File: config.mk
export PLATFORM = sky130hd
export DESIGN_NAME = eth_csr_bank
export DESIGN_NICKNAME = d
export VERILOG_FILES = /design/src/rtl/eth_csr_pkg.sv /design/src/rtl/eth_csr0_ctrl.sv /design/src/rtl/eth_csr_aux.sv /design/src/rtl/eth_csr_rdmux.sv /design/src/rtl/eth_csr_bank.sv
export SDC_FILE = /design/constraint.sdc
export NUM_CORES = 1
export LEC_CHECK = 0
export ABC_AREA = 1
export BUFFER_PORTS_ARGS = -buffer_cell sky130_fd_sc_hd__buf_2
export CAP_MARGIN = 20
export CELL_PAD_IN_SITES_DETAIL_PLACEMENT = 1
export CELL_PAD_IN_SITES_GLOBAL_PLACEMENT = 1
export CORE_AREA = 2 2 88 90
export CTS_CLUSTER_SIZE = 14
export DETAILED_ROUTE_END_ITERATION = 10
export DIE_AREA = 0 0 90 92
export GPL_TIMING_DRIVEN = 0
export MAX_ROUTING_LAYER = met4
export PLACE_DENSITY = 0.81
export SLEW_MARGIN = 10
export SYNTH_ARGS = -nofsm -noshare
export SYNTH_HDL_FRONTEND = slang
export SYNTH_SLANG_ARGS = --single-unit
File: constraint.sdc
create_clock -name clk_i -period 3.4 [get_ports clk_i]
set_input_delay 0.51 -clock clk_i [delete_from_list [all_inputs] [get_ports clk_i]]
set_output_delay 0.51 -clock clk_i [all_outputs]
set_load 0.02 [all_outputs]
File: src/rtl/eth_csr_pkg.sv
package eth_csr_pkg;
  localparam int DW   = 16;
  localparam int SELW = 2;
  localparam int PTRW = 32;
  localparam int BCW  = 3;
  localparam int EVW  = 6;

  // register 0 bit positions
  localparam int B_ERR  = 15;
  localparam int B_EVLO = 9;   // event flags occupy 14:9
  localparam int B_IDON = 8;
  localparam int B_INTR = 7;
  localparam int B_INEA = 6;
  localparam int B_RXON = 5;
  localparam int B_TXON = 4;
  localparam int B_STOP = 2;
  localparam int B_STRT = 1;
  localparam int B_INIT = 0;

  localparam logic [DW-1:0] CSR0_RST = DW'(1) << B_STOP;

  typedef enum logic [SELW-1:0] {
    SEL_CSR0 = 2'd0,
    SEL_PTRL = 2'd1,
    SEL_PTRH = 2'd2,
    SEL_BCTL = 2'd3
  } csr_sel_e;

  // order matches register 0 bits 14:9
  typedef struct packed {
    logic babble;
    logic coll;
    logic miss;
    logic mem_err;
    logic rx_done;
    logic tx_done;
  } evt_t;
endpackage

File: src/rtl/eth_csr0_ctrl.sv
module eth_csr0_ctrl
  import eth_csr_pkg::*;
(
  input  logic          clk_i,
  input  logic          rst_ni,
  input  logic          wr_i,
  input  logic [DW-1:0] wdata_i,
  input  evt_t          evt_i,
  output logic [DW-1:0] csr0_o,
  output logic          irq_o
);
  logic [EVW-1:0] evt_q, evt_n;
  logic idon_q, idon_n, inea_q, inea_n, rxon_q, rxon_n, txon_q, txon_n;
  logic stop_q, stop_n, strt_q, strt_n, init_q, init_n;
  logic err, intr;

  always_comb begin
    evt_n  = evt_q;
    idon_n = idon_q;
    inea_n = inea_q;
    rxon_n = rxon_q;
    txon_n = txon_q;
    stop_n = stop_q;
    strt_n = strt_q;
    init_n = init_q;
    if (wr_i) begin
      evt_n  = evt_q & ~wdata_i[B_EVLO +: EVW];
      idon_n = idon_q & ~wdata_i[B_IDON];
      inea_n = wdata_i[B_INEA];
      if (wdata_i[B_INIT]) begin
        idon_n = 1'b1;
        init_n = 1'b1;
        stop_n = 1'b0;
      end else if (wdata_i[B_STRT]) begin
        strt_n = 1'b1;
        rxon_n = 1'b1;
        txon_n = 1'b1;
        stop_n = 1'b0;
      end
    end
    // set wins over write-one clear; engines are idle while stopped
    if (!stop_q) evt_n = evt_n | evt_i;
    if (wr_i && wdata_i[B_STOP]) begin
      evt_n  = '0;
      idon_n = 1'b0;
      inea_n = 1'b0;
      rxon_n = 1'b0;
      txon_n = 1'b0;
      stop_n = 1'b1;
      strt_n = 1'b0;
      init_n = 1'b0;
    end
  end

  always_ff @(posedge clk_i or negedge rst_ni) begin
    if (!rst_ni) begin
      evt_q  <= '0;
      idon_q <= 1'b0;
      inea_q <= 1'b0;
      rxon_q <= 1'b0;
      txon_q <= 1'b0;
      stop_q <= 1'b1;
      strt_q <= 1'b0;
      init_q <= 1'b0;
    end else begin
      evt_q  <= evt_n;
      idon_q <= idon_n;
      inea_q <= inea_n;
      rxon_q <= rxon_n;
      txon_q <= txon_n;
      stop_q <= stop_n;
      strt_q <= strt_n;
      init_q <= init_n;
    end
  end

  assign err  = |evt_q[EVW-1:2];
  assign intr = err | (|evt_q[1:0]) | idon_q;

  assign csr0_o = {err, evt_q, idon_q, intr, inea_q, rxon_q, txon_q, 1'b0,
                   stop_q, strt_q, init_q};
  assign irq_o  = intr & inea_q;
endmodule

File: src/rtl/eth_csr_aux.sv
module eth_csr_aux
  import eth_csr_pkg::*;
(
  input  logic            clk_i,
  input  logic            rst_ni,
  input  logic            wr_sel_i,
  input  logic            wr_data_i,
  input  logic [DW-1:0]   wdata_i,
  output csr_sel_e        sel_o,
  output logic [PTRW-1:0] ptr_o,
  output logic [BCW-1:0]  bctl_o
);
  localparam int NHALF = PTRW / DW;

  always_ff @(posedge clk_i or negedge rst_ni) begin
    if (!rst_ni)       sel_o <= SEL_CSR0;
    else if (wr_sel_i) sel_o <= csr_sel_e'(wdata_i[SELW-1:0]);
  end

  for (genvar h = 0; h < NHALF; h++) begin : g_ptr
    always_ff @(posedge clk_i or negedge rst_ni) begin
      if (!rst_ni)
        ptr_o[h*DW +: DW] <= '0;
      else if (wr_data_i && sel_o == csr_sel_e'(SEL_PTRL + h))
        ptr_o[h*DW +: DW] <= wdata_i;
    end
  end

  always_ff @(posedge clk_i or negedge rst_ni) begin
    if (!rst_ni)                             bctl_o <= '0;
    else if (wr_data_i && sel_o == SEL_BCTL) bctl_o <= wdata_i[BCW-1:0];
  end
endmodule

File: src/rtl/eth_csr_rdmux.sv
module eth_csr_rdmux
  import eth_csr_pkg::*;
(
  input  logic            addr_i,
  input  csr_sel_e        sel_i,
  input  logic [DW-1:0]   csr0_i,
  input  logic [PTRW-1:0] ptr_i,
  input  logic [BCW-1:0]  bctl_i,
  output logic [DW-1:0]   rdata_o
);
  always_comb begin
    if (addr_i) begin
      rdata_o = DW'(sel_i);
    end else begin
      unique case (sel_i)
        SEL_CSR0: rdata_o = csr0_i;
        SEL_PTRL: rdata_o = ptr_i[DW-1:0];
        SEL_PTRH: rdata_o = ptr_i[PTRW-1:DW];
        default:  rdata_o = DW'(bctl_i);
      endcase
    end
  end
endmodule

File: src/rtl/eth_csr_bank.sv
module eth_csr_bank
  import eth_csr_pkg::*;
(
  input  logic        clk_i,
  input  logic        rst_ni,
  input  logic        bus_we_i,
  input  logic        bus_addr_i,
  input  logic [15:0] bus_wdata_i,
  output logic [15:0] bus_rdata_o,
  input  logic        tx_done_i,
  input  logic        rx_done_i,
  input  logic        babble_i,
  input  logic        coll_err_i,
  input  logic        miss_i,
  input  logic        mem_err_i,
  output logic        irq_o,
  output logic [31:0] init_ptr_o,
  output logic        byte_swap_o,
  output logic        ale_ctrl_o,
  output logic        byte_ctrl_o
);
  logic            wr_data, wr_sel, csr0_wr;
  csr_sel_e        sel;
  logic [DW-1:0]   csr0_val;
  logic [PTRW-1:0] ptr;
  logic [BCW-1:0]  bctl;
  evt_t            evt;

  assign wr_data = bus_we_i && !bus_addr_i;
  assign wr_sel  = bus_we_i && bus_addr_i;
  assign csr0_wr = wr_data && (sel == SEL_CSR0);

  assign evt = '{babble: babble_i, coll: coll_err_i, miss: miss_i,
                 mem_err: mem_err_i, rx_done: rx_done_i, tx_done: tx_done_i};

  eth_csr0_ctrl i_csr0 (
    .clk_i   (clk_i),
    .rst_ni  (rst_ni),
    .wr_i    (csr0_wr),
    .wdata_i (bus_wdata_i),
    .evt_i   (evt),
    .csr0_o  (csr0_val),
    .irq_o   (irq_o)
  );

  eth_csr_aux i_aux (
    .clk_i     (clk_i),
    .rst_ni    (rst_ni),
    .wr_sel_i  (wr_sel),
    .wr_data_i (wr_data),
    .wdata_i   (bus_wdata_i),
    .sel_o     (sel),
    .ptr_o     (ptr),
    .bctl_o    (bctl)
  );

  eth_csr_rdmux i_rdmux (
    .addr_i  (bus_addr_i),
    .sel_i   (sel),
    .csr0_i  (csr0_val),
    .ptr_i   (ptr),
    .bctl_i  (bctl),
    .rdata_o (bus_rdata_o)
  );

  assign init_ptr_o  = ptr;
  assign byte_swap_o = bctl[2];
  assign ale_ctrl_o  = bctl[1];
  assign byte_ctrl_o = bctl[0];
endmodule

**Word level (Yosys, flattened, before mapping)**

Index checks and enable logic that the tools add are counted.

- Eq/ne operators: 4
- Multiplexer cells: 21
- Bitwise gates (word level): 8
- Reduce and logical (&&, ||, !) cells: 18

Operator list:

| kind | count |
|---|---|
| 16-bit case mux with 3 select lines | 1 |
| 6-bit two-way mux | 3 |
| 1-bit two-way mux | 16 |
| 16-bit two-way mux | 1 |
| 1-bit logical AND | 7 |
| 6-bit AND | 1 |
| 6-bit NOT | 1 |
| 6-bit OR | 1 |
| 2-bit nonzero test | 3 |
| 2-bit == test, second input constant | 2 |
| 2-bit AND reduction | 2 |
| 4-bit OR reduction | 1 |
| 3-bit AND reduction | 1 |
| 3-bit nonzero test | 1 |
| 1-bit AND | 2 |
| 2-bit by 1-bit == test with 1-bit output, second input constant | 1 |
| 2-bit logical NOT | 1 |
| 2-bit by 1-bit != test with 1-bit output, second input constant | 1 |
| 1-bit OR | 2 |
| 2-bit OR reduction | 1 |
| 1-bit logical NOT | 1 |
| 1-bit NOT | 1 |

- Register bits: 48
- Input port bits: 26
- Output and inout port bits: 52
- Word-level logic and storage cells: 61

**Logic depth before layout (Yosys ltp)**

Gate-level depths: netlist of run 1.

- Word-level depth: 7
- Gate-level depth with buffers: 9
- Depth with buffers taken out: 8

**Modules after synthesis**

From an unflattened synthesis of run 1, not the netlist that was laid out.

- Cell total of the unflattened synthesis: 364
- Area total of the unflattened synthesis: 2,821.5 µm²

By module, submodules not included:

| module | instances | cells an instance | area each (µm²) | seq. area each (µm²) |
|---|---|---|---|---|
| eth_csr_aux | 1 | 163 | 1,532.7 | 925.9 |
| eth_csr_rdmux | 1 | 117 | 661.9 | 0.0 |
| eth_csr0_ctrl | 1 | 75 | 588.1 | 276.5 |
| eth_csr_bank | 1 | 9 | 38.8 | 0.0 |

**Worst setup path after synthesis of run 1**

No wires, ideal clock.

- Kind: register to output
- From: register i_aux.sel_o[0]
- To: output bus_rdata_o[7]
- Arrival: 1.223 ns
- Required time: 2.890 ns
- Slack: 1.667 ns
- Stages on the path, launching flop included: 6
- Buffers on the path: 2
- Path through: dfrtp_1 buf_6 nor2_2 buf_4 o21ai_0 a21oi_1

- Word-level cells in the longest chain between the ends: 3
- Elaborated cells on any way between the ends: 5
- Those cells by class: eq/ne: 2; mux: 2; reduce/logical: 1

RTL lines:

| item | RTL line | RTL |
|---|---|---|
| start, declared | eth_csr_aux.sv:9 | `output csr_sel_e sel_o,` |
| start signal, assigned | eth_csr_aux.sv:17 | `else if (wr_sel_i) sel_o <= csr_sel_e'(wdata_i[SELW-1:0]);` |
| 2-bit == test (tied with other cells) | eth_csr_rdmux.sv:15 | `unique case (sel_i)` |
| 16-bit case mux with 3 select lines * | eth_csr_rdmux.sv:15 |  |
| 16-bit two-way mux * | eth_csr_rdmux.sv:12 | `if (addr_i) begin` |
| end, declared | eth_csr_bank.sv:9 | `output logic [15:0] bus_rdata_o,` |

Every way passes the cells marked *; elsewhere a longest branch is shown, timed or not.

**Worst setup path after layout of run 1**

Same ends and word-level chain as after synthesis.

==> results of run 1 <==
-- power breakdown --
part	switching [mW]	internal (mW)
clock	0.200	0.140
combinational	0.567	0.314
sequential	0.151	0.743
-- cell families (layout without fill, tap and decap cells) --
logic type | count (synthesis) | count (layout)
AND/OR/NAND/NOR | 149 | 149
AO/OA/AOI/OAI | 61 | 61
buffers and inverters | 52 | 136
flip-flops | 48 | 48
-- sequential cells by signal, indices dropped and copies added, names as in the netlist --
signal / flops
i_aux.ptr_o: 32
i_csr0.evt_q: 6
i_aux.bctl_o: 3
i_aux.sel_o: 2
i_csr0.idon_q: 1
i_csr0.inea_q: 1
i_csr0.init_q: 1
i_csr0.rxon_q: 1
i_csr0.stop_q: 1
-- Yosys cell counts, drive strengths merged --
master,number,area share
a21oi,9,0.017
a31oi,1,0.0048
buf,14,0.056
clkinv,1,0.0034
dfrtp,47,0.45
dfstp,1,0.010
inv,37,0.059
nand2,117,0.20
nand3,14,0.027
nor2,18,0.046
o211ai,3,0.0087
o21ai,48,0.12
-- routing by layer --
metal	wire length, um	global-route usage	vias to the layer above
met5	0	-	-
met4	104	0.05769	0
met3	341	0.03615	9
met2	3891	0.3477	67
met1	3650	0.2603	1172
li1	-	-	1144
-- per-stage QoR --
step | hold WS (ns) | cell area, um2 | power [mW] | cells | util
6_report | 0.2154 | 3202 | 2.114 | 496 | 0.4299
5_1_grt | 0.2527 | 3202 | 2.253 | 496 | 0.4299
4_1_cts | 0.4485 | 3174 | 2.122 | 495 | 0.4262
3_5_place_dp | 0.4761 | 3093 | 1.788 | 488 | 0.4153
3_3_place_gp | 0.4667 | 3093 | 1.748 | 488 | 0.4153
2_1_floorplan | 0.2144 | 2585 | 1.455 | 310 | -
-- critical path, stage by stage, from the launching register on --
cell and delay (ns):
dfrtp_1 0.38, buf_6 0.15, nor2_2 0.15, buf_4 0.19
o21ai_0 0.14, a21oi_1 0.18, buf_2 0.19
-- worst max path at each step --
stage                                from              to  slack (ns)  cells after the start
4_1_cts        i_aux.sel_o[0]$_DFFE_PN0P_  bus_rdata_o[1]        1.16                      8
3_5_place_dp   i_aux.sel_o[0]$_DFFE_PN0P_  bus_rdata_o[1]        1.50                      8
6_report       i_aux.sel_o[0]$_DFFE_PN0P_  bus_rdata_o[7]        1.19                      6
3_3_place_gp   i_aux.sel_o[0]$_DFFE_PN0P_  bus_rdata_o[1]        1.53                      8
2_1_floorplan  i_aux.sel_o[0]$_DFFE_PN0P_  bus_rdata_o[7]        1.67                      5
5_1_grt        i_aux.sel_o[0]$_DFFE_PN0P_  bus_rdata_o[5]        1.12                      8
-- layout make-up --
type | instances | area (um2) | share of cell area
Buffer | 14 | 143.9 | 0.04494
Inverter | 38 | 160.2 | 0.05002
Clock inverter | 2 | 12.51 | 0.003908
Tap cell | 102 | 127.6 | 0.03986
Multi-Input combinational cell | 210 | 1079 | 0.3368
Sequential cell | 48 | 1202 | 0.3755
Clock buffer | 5 | 68.82 | 0.02149
Timing Repair Buffer | 77 | 407.9 | 0.1274
==> flow_summary.json, run 1 <==
{
  "nNetsFinal": 420,
  "cts_resized": 0,
  "outcome": "finished clean",
  "finalCritPeriodShare": 0.6503,
  "fmax_ghz": 0.4523,
  "cp_max_fo": 10,
  "layout_common_cells": "nand2_1, buf_2, dfrtp_1, inv_1",
  "clock_skew_ns": 0.005831,
  "r2r_cells": 8,
  "slew_headroom": 0.5786,
  "yosysSeqAreaShare": 0.4652,
  "setup_viol": 0,
  "grt_setup_unrepaired": "false",
  "yosys_warnings": 0,
  "place_ws_ns": 1.498,
  "tritoncts": "yes",
  "synth_xor_area_frac": 0,
  "worst_ep_arrival_time_ns": 1.70,
  "cts-htree-levels": 2,
  "drt-initial-drc-count": 108,
  "syn_to_final_growth_pct": 23.86,
  "initial_core_util": 0.3471,
  "worst_r2r_startpoint": "i_aux.sel_o[1]$_DFFE_PN0P_",
  "cp-start-kind": "flop",
  "grt_overflow_total": 0,
  "grt_pass1_vias": 2529,
  "hold_violations": 0,
  "tightest_slew_ns": 0.6322,
  "synth-simple-area-share": 0.2686,
  "pwr_density_cell_mw_per_mm2": 660.4,
  "worstSkewPairLatency_ns": 0.31,
  "finalWorstSetupSlack_ns": 1.189,
  "reg2reg_slack_ns": 2.11,
  "die_w_um": 90,
  "die_area_mm2": 0.008280,
  "synth-seq-cells": 48,
  "critPathKind": "reg -> out",
  "cts.sinks": 48,
  "vdd_drop_max_mv": 0.2465,
  "vias_per_cell": 4.823,
  "setup_tns_ns": 0,
  "required_ns": 2.89,
  "cp-end-kind": "output port",
  "power_leakage_nw": 1.753,
  "drive_gt1_frac": 0.3706,
  "num_vias": 2392,
  "ios": 78,
  "synth-compound-area-share": 0.1486,
  "cts_root_buf": "clkbuf_8",
  "hold_buffers": 0,
  "diodes": 0,
  "r2r_end": "i_csr0.evt_q[2]$_DFF_PN0_",
  "postCtsSetupBuffers": 0,
  "grt_max_degree": 49,
  "chipHeight_um": 92,
  "layout_commonest_cell": "nand2_1",
  "synthMuxAreaShare": 0,
  "period_needed_ns": 2.211,
  "grt_usage": 0.2073,
  "synth_top_family_by_area": "simple AND/OR/NAND/NOR gates",
  "synth-adder-area-share": 0,
  "firstDrtPassIters": 4,
  "routedWlPerCell_um": 16.10,
  "wirelength_um": 7988,
  "syn_area_per_cell_um2": 8.339,
  "fp-row-count": 32,
  "slew_violations": 0,
  "ant_nets": 0,
  "drc": 0,
  "gp_congestion": 0.8170,
  "core-area_mm2": 0.007447,
  "clkTransAtPathRegs_ns": 0.09,
  "drv_cap": 0,
  "clock_path_buffers": 2,
  "netlist_instances": 310,
  "antenna_found_initial": 0,
  "synthDistinctLibCells": 24,
  "place_hpwl_um": 5866,
  "fillCellCount": 976,
  "portBuffers": 76,
  "grt_pass1_wl_um": 13080,
  "cts_made_buffers": 5,
  "synth_fp_nets": 336,
  "netlist_area_mm2": 0.002585,
  "hold_class": "in -> async"
}
(Power assumes the default switching activity.)
==> run 2, diff against run 1 <==
==> constraint.sdc (replaced) <==
create_clock -name clk_i -period 2.05 [get_ports clk_i]
set_input_delay 0.3075 -clock clk_i [delete_from_list [all_inputs] [get_ports clk_i]]
set_output_delay 0.3075 -clock clk_i [all_outputs]
set_load 0.02 [all_outputs]
==> flow_summary.json, run 2 (same netlist as run 1, synthesis figures left out) <==
{
  "outcome": "finished clean",
  "setup_viol": 0,
  "gp_congestion": 0.8170,
  "fillCellCount": 974,
  "firstDrtPassIters": 4,
  "cp-start-kind": "flop",
  "hold_ws_ns": 0.01275,
  "cp_slowest_cell": "dfrtp_1",
  "cpLargestDelayFamily": "buffers and inverters",
  "clock_power_share": 0.160,
  "cts.sinks": 48,
  "drv_cap": 0,
  "drc": 0,
  "grt_max_degree": 49,
  "layout_common_cells": "nand2_1, buf_2, dfrtp_1, inv_1",
  "p_int_mw": 1.995,
  "grt_overflow_total": 0,
  "final_area_mm2": 0.003224,
  "finalCritPeriodShare": 0.9697,
  "die_w_um": 90,
  "cts_root_buf": "clkbuf_8",
  "final_util": 0.4330,
  "grt_pass1_wl_um": 13080,
  "clock_path_buffers": 2,
  "worst_ep_arrival_time_ns": 1.68,
  "place_ws_ns": 0.3506,
  "slew_headroom": 0.5765,
  "combPwrFrac": 0.419,
  "power_leakage_nw": 1.765,
  "pwr-share-seq": 0.421,
  "die_area_mm2": 0.008280,
  "critPathKind": "reg -> out",
  "clkTransAtPathRegs_ns": 0.10,
  "worstSkewPairLatency_ns": 0.31,
  "pwr_density_cell_mw_per_mm2": 1092,
  "drive_gt1_frac": 0.3737,
  "crit_buf_inv": 3,
  "syn_to_final_growth_pct": 24.73,
  "finalWorstSetupSlack_ns": 0.06215,
  "period_needed_ns": 1.988,
  "swShare": 0.4336,
  "cp_max_fo": 10,
  "vias_per_cell": 4.795,
  "drt-initial-drc-count": 73,
  "portBuffers": 76,
  "num_vias": 2388,
  "reg_top3": "i_aux.ptr_o: 32 flops, i_csr0.evt_q: 6 flops, i_aux.bctl_o: 3 flops",
  "max_stage_delay_ns": 0.38,
  "hold_class": "in -> async",
  "tritoncts": "yes",
  "path_cells": "buf_6, nor2_2, buf_6, o21ai_0, a21oi_1, buf_2",
  "grt_pass1_vias": 2529,
  "cts-htree-levels": 2,
  "nNetsFinal": 422,
  "slew_violations": 0,
  "chipHeight_um": 92,
  "layout_commonest_cell": "nand2_1",
  "grt_usage": 0.2073,
  "cp-end-kind": "output port",
  "cts_made_buffers": 5,
  "required_ns": 1.74,
  "fmax_ghz": 0.5031,
  "dp.cells": 488,
  "wirelength_um": 8017,
  "clock_skew_ns": 0.007646,
  "initial_core_util": 0.3471,
  "place_area_mm2": 0.003093,
  "core-area_mm2": 0.007447,
  "largest_register_ffs": 32,
  "antenna_found_initial": 0,
  "fp-row-count": 32,
  "tightest_slew_ns": 0.6353,
  "routedWlPerCell_um": 16.10,
  "p_sw_mw": 1.527,
  "place_hpwl_um": 5866,
  "final_cells": 498,
  "ant_nets": 0,
  "vdd_drop_max_mv": 0.4097,
  "crit_top_cell": "buf_6",
  "top_register": "i_aux.ptr_o",
  "ios": 78,
  "hold_violations": 0,
  "diodes": 0
}
==> run 2: cell type report <==
cell class              instances  area (um2)  share of cell area
flip-flops and latches         48        1202              0.3729
repair buffers                 79       422.9              0.1312
well taps                     102       127.6             0.03958
clock buffers                   5       68.82             0.02134
multi-input cells             210        1079              0.3345
inverters                      38       160.2             0.04967
clock inverters                 2       12.51            0.003880
plain buffers                  14       151.4             0.04695
==> run 2: power by group through the flow <==
| stage | combinational [mW] | clock [mW] | sequential (mW) |
|---|---|---|---|
| 5_1_grt | 1.61 | 0.612 | 1.52 |
| 3_5_place_dp | 1.47 | 0 | 1.50 |
| 2_1_floorplan | 0.687 | 0 | 1.73 |
| 3_3_place_gp | 1.41 | 0 | 1.49 |
| 4_1_cts | 1.47 | 0.568 | 1.48 |
| 6_report | 1.47 | 0.565 | 1.48 |
==> run 2: worst reg2reg max path: stages (launching register included) <==
cell and delay, ns:
dfrtp_1 0.35, buf_6 0.17, inv_6 0.06, nor2_8 0.17, buf_4 0.15, nand2_4 0.07
buf_6 0.18, nand2_1 0.08, o21ai_2 0.05
==> run 2: final timing paths <==
| check | startpoint | endpoint | slack [ns] | cells past startpoint |
|---|---|---|---|---|
| worst max-delay path | i_aux.sel_o[0]$_DFFE_PN0P_ | bus_rdata_o[7] | 0.06 | 6 |
| worst min register to register | i_csr0.stop_q$_DFFE_PN1P_ | i_csr0.stop_q$_DFFE_PN1P_ | 0.48 | 2 |
| max in group asynchronous | rst_ni | i_aux.ptr_o[12]$_DFFE_PN0P_ | 1.50 | 2 |
| min in group clk_i | coll_err_i | i_csr0.evt_q[4]$_DFF_PN0_ | 0.25 | 3 |
| worst max register to register | i_aux.sel_o[0]$_DFFE_PN0P_ | i_aux.ptr_o[13]$_DFFE_PN0P_ | 0.68 | 8 |
| worst min-delay path | rst_ni | i_aux.ptr_o[22]$_DFFE_PN0P_ | 0.01 | 1 |
==> run 2: layer usage <==
metal  global-route usage  vias to the layer above  routed length [um]
met5                    -                        -                   0
met4              0.05769                        0                 104
met3              0.03615                       10                 313
met2               0.3477                       61                3927
met1               0.2603                     1166                3672
li1                     -                     1151                   -
==> run 2: through the flow <==
stage                     setup TNS [ns]  power (mW)
after CTS                              0       3.520
after detailed placement               0       2.965
after floorplan                        0       2.412
after global placement                 0       2.899
final                                  0       3.522
after global routing            -0.01980       3.751
==> run 2: repair_timing <==
item,in CTS,in global routing
setup buffers,0,2
resized for setup,0,2
hold buffers,0,0
endpoints found under the setup margin,0,5
==> run 3, diff against run 2 <==
--- a/config.mk
+++ b/config.mk
@@ -10,13 +10,13 @@
 export CAP_MARGIN = 20
 export CELL_PAD_IN_SITES_DETAIL_PLACEMENT = 1
 export CELL_PAD_IN_SITES_GLOBAL_PLACEMENT = 1
-export CORE_AREA = 2 2 88 90
+export CORE_AREA = 2 2 105 107
 export CTS_CLUSTER_SIZE = 14
 export DETAILED_ROUTE_END_ITERATION = 10
-export DIE_AREA = 0 0 90 92
+export DIE_AREA = 0 0 107 109
 export GPL_TIMING_DRIVEN = 0
 export MAX_ROUTING_LAYER = met4
-export PLACE_DENSITY = 0.81
+export PLACE_DENSITY = 0.61
 export SLEW_MARGIN = 10
 export SYNTH_ARGS = -nofsm -noshare
 export SYNTH_HDL_FRONTEND = slang
==> flow_summary.json, run 3 (same netlist as run 1, synthesis figures left out) <==
{
  "clkTransAtPathRegs_ns": 0.10,
  "drt-initial-drc-count": 59,
  "worst_ep_arrival_time_ns": 1.64,
  "gp_congestion": 0.7591,
  "hold_class": "in -> reg",
  "drc": 0,
  "num_vias": 2355,
  "top_register": "i_aux.ptr_o",
  "finalPower_mw": 3.619,
  "core-area_mm2": 0.01060,
  "layout_common_cells": "nand2_1, buf_2, dfrtp_1, inv_1, o21ai_2",
  "period_needed_ns": 1.945,
  "required_ns": 1.74,
  "portBuffers": 76,
  "die_w_um": 107,
  "tightest_slew_ns": 0.5354,
  "drive_gt1_frac": 0.3831,
  "place_area_mm2": 0.003161,
  "routedWlPerCell_um": 15.73,
  "cts-htree-levels": 2,
  "die_area_mm2": 0.01166,
  "power_leakage_nw": 1.804,
  "vias_per_cell": 4.345,
  "cp_max_fo": 9,
  "place_hpwl_um": 6310,
  "diodes": 0,
  "setup_viol": 0,
  "clock_path_buffers": 2,
  "reg_top3": "i_aux.ptr_o: 32 flops, i_csr0.evt_q: 6 flops, i_aux.bctl_o: 3 flops",
  "initial_core_util": 0.2438,
  "pwr-share-seq": 0.411,
  "cts_root_buf": "clkbuf_8",
  "hold_ws_ns": 0.2385,
  "pwr_density_cell_mw_per_mm2": 1081,
  "clock_power_share": 0.174,
  "syn_to_final_growth_pct": 29.53,
  "cp-start-kind": "flop",
  "grt_pass1_vias": 2443,
  "antenna_found_initial": 0,
  "largest_register_ffs": 32,
  "ant_nets": 0,
  "wl_met1_um": 4056,
  "cts_made_buffers": 5,
  "layout_commonest_cell": "nand2_1",
  "dp.cells": 527,
  "wl_met3_um": 308,
  "finalCritPeriodShare": 0.9490,
  "final_area_mm2": 0.003348,
  "outcome": "finished clean",
  "grt_setup_unrepaired": "true",
  "tritoncts": "yes",
  "cts.sinks": 48,
  "route.top_layer_used": "met4",
  "routed-wl-met2_um": 4055,
  "fmax_ghz": 0.5140,
  "final_cells": 542,
  "firstDrtPassIters": 4,
  "p_int_mw": 2.067,
  "fp-row-count": 38,
  "combPwrFrac": 0.415,
  "setup_tns_ns": 0,
  "drv_cap": 0,
  "chipHeight_um": 109,
  "grt_usage": 0.1569,
  "slew_violations": 0,
  "hold_violations": 0,
  "slew_headroom": 0.6431,
  "vdd_drop_max_mv": 0.2935,
  "critPathKind": "reg -> out",
  "r2r_cells": 8,
  "swShare": 0.4289,
  "nNetsFinal": 427,
  "grt_overflow_total": 0,
  "cp-end-kind": "output port",
  "clock_skew_ns": 0.003115,
  "ios": 78,
  "grt_pass1_wl_um": 13320,
  "grt_max_degree": 28,
  "p_sw_mw": 1.552,
  "min_path_cells": 3,
  "worstSkewPairLatency_ns": 0.31,
  "wirelength_um": 8528
}
-- run 3: changes by cell type in the layout (fill, tap and decap cells not counted), moves of 2 or more --
| cell | delta |
|---|---|
| buf_4 | +7 |
| buf_2 | -3 |
| buf_12 | +2 |
| buf_6 | -2 |
-- run 3: final cells by class --
type / instances / area (um2)
buffer: 14 / 163.9
multi-input combinational: 210 / 1087
clock buffer: 6 / 82.58
fill: 1317 / 7254
tap: 140 / 175.2
clock inverter: 2 / 13.76
inverter: 38 / 160.2
timing repair buffer: 84 / 462.9
sequential: 48 / 1202
-- run 3: what timing repair did --
action / in CTS / in global routing
setup buffers: 0 / 5
hold endpoints to repair: 20 / 0
setup endpoints to repair: 1 / 13
cloned: 0 / 1
pin swaps: 0 / 3
hold buffers: 1 / 0
gates resized for setup: 1 / 11
-- run 3: path summary, 6_finish.rpt --
kind | start | end | slack, ns
max | i_aux.sel_o[1]$_DFFE_PN0P_ | bus_rdata_o[1] | 0.10
max reg2reg | i_aux.sel_o[0]$_DFFE_PN0P_ | i_aux.ptr_o[13]$_DFFE_PN0P_ | 0.68
min | coll_err_i | i_csr0.evt_q[4]$_DFF_PN0_ | 0.24
min in group asynchronous | rst_ni | i_aux.ptr_o[14]$_DFFE_PN0P_ | 0.50
max in group asynchronous | rst_ni | i_aux.ptr_o[6]$_DFFE_PN0P_ | 1.01
min reg2reg | i_csr0.stop_q$_DFFE_PN1P_ | i_csr0.stop_q$_DFFE_PN1P_ | 0.49
-- run 3: critical path: stages, from the launching register on --
cell     delay (ns)
dfrtp_1        0.38
buf_6          0.16
nor2_4         0.15
buf_6          0.14
nand2_2        0.09
nand3_1        0.11
nand2_1        0.06
o21ai_2        0.07
buf_4          0.16
-- run 3: routing by layer --
metal,track usage,up-vias
li1,-,1155
met1,0.2064,1138
met2,0.2548,54
met3,0.02331,8
met4,0.04082,0
met5,-,-
-- run 3: metrics by stage --
stage                     utilization  setup slack (ns)
after floorplan                     -            0.5198
after global placement         0.2962            0.3318
after detailed placement       0.2981            0.3322
after CTS                      0.3085       0.000006994
after global routing           0.3158          0.002296
final                          0.3158            0.1046
-- run 3: power by group through the flow --
| stage | registers [mW] | clock network (mW) | logic (mW) |
|---|---|---|---|
| after floorplan | 1.73 | 0 | 0.687 |
| after global placement | 1.50 | 0 | 1.44 |
| after detailed placement | 1.51 | 0 | 1.47 |
| after CTS | 1.49 | 0.643 | 1.48 |
| after global routing | 1.53 | 0.681 | 1.65 |
| final | 1.49 | 0.630 | 1.50 |
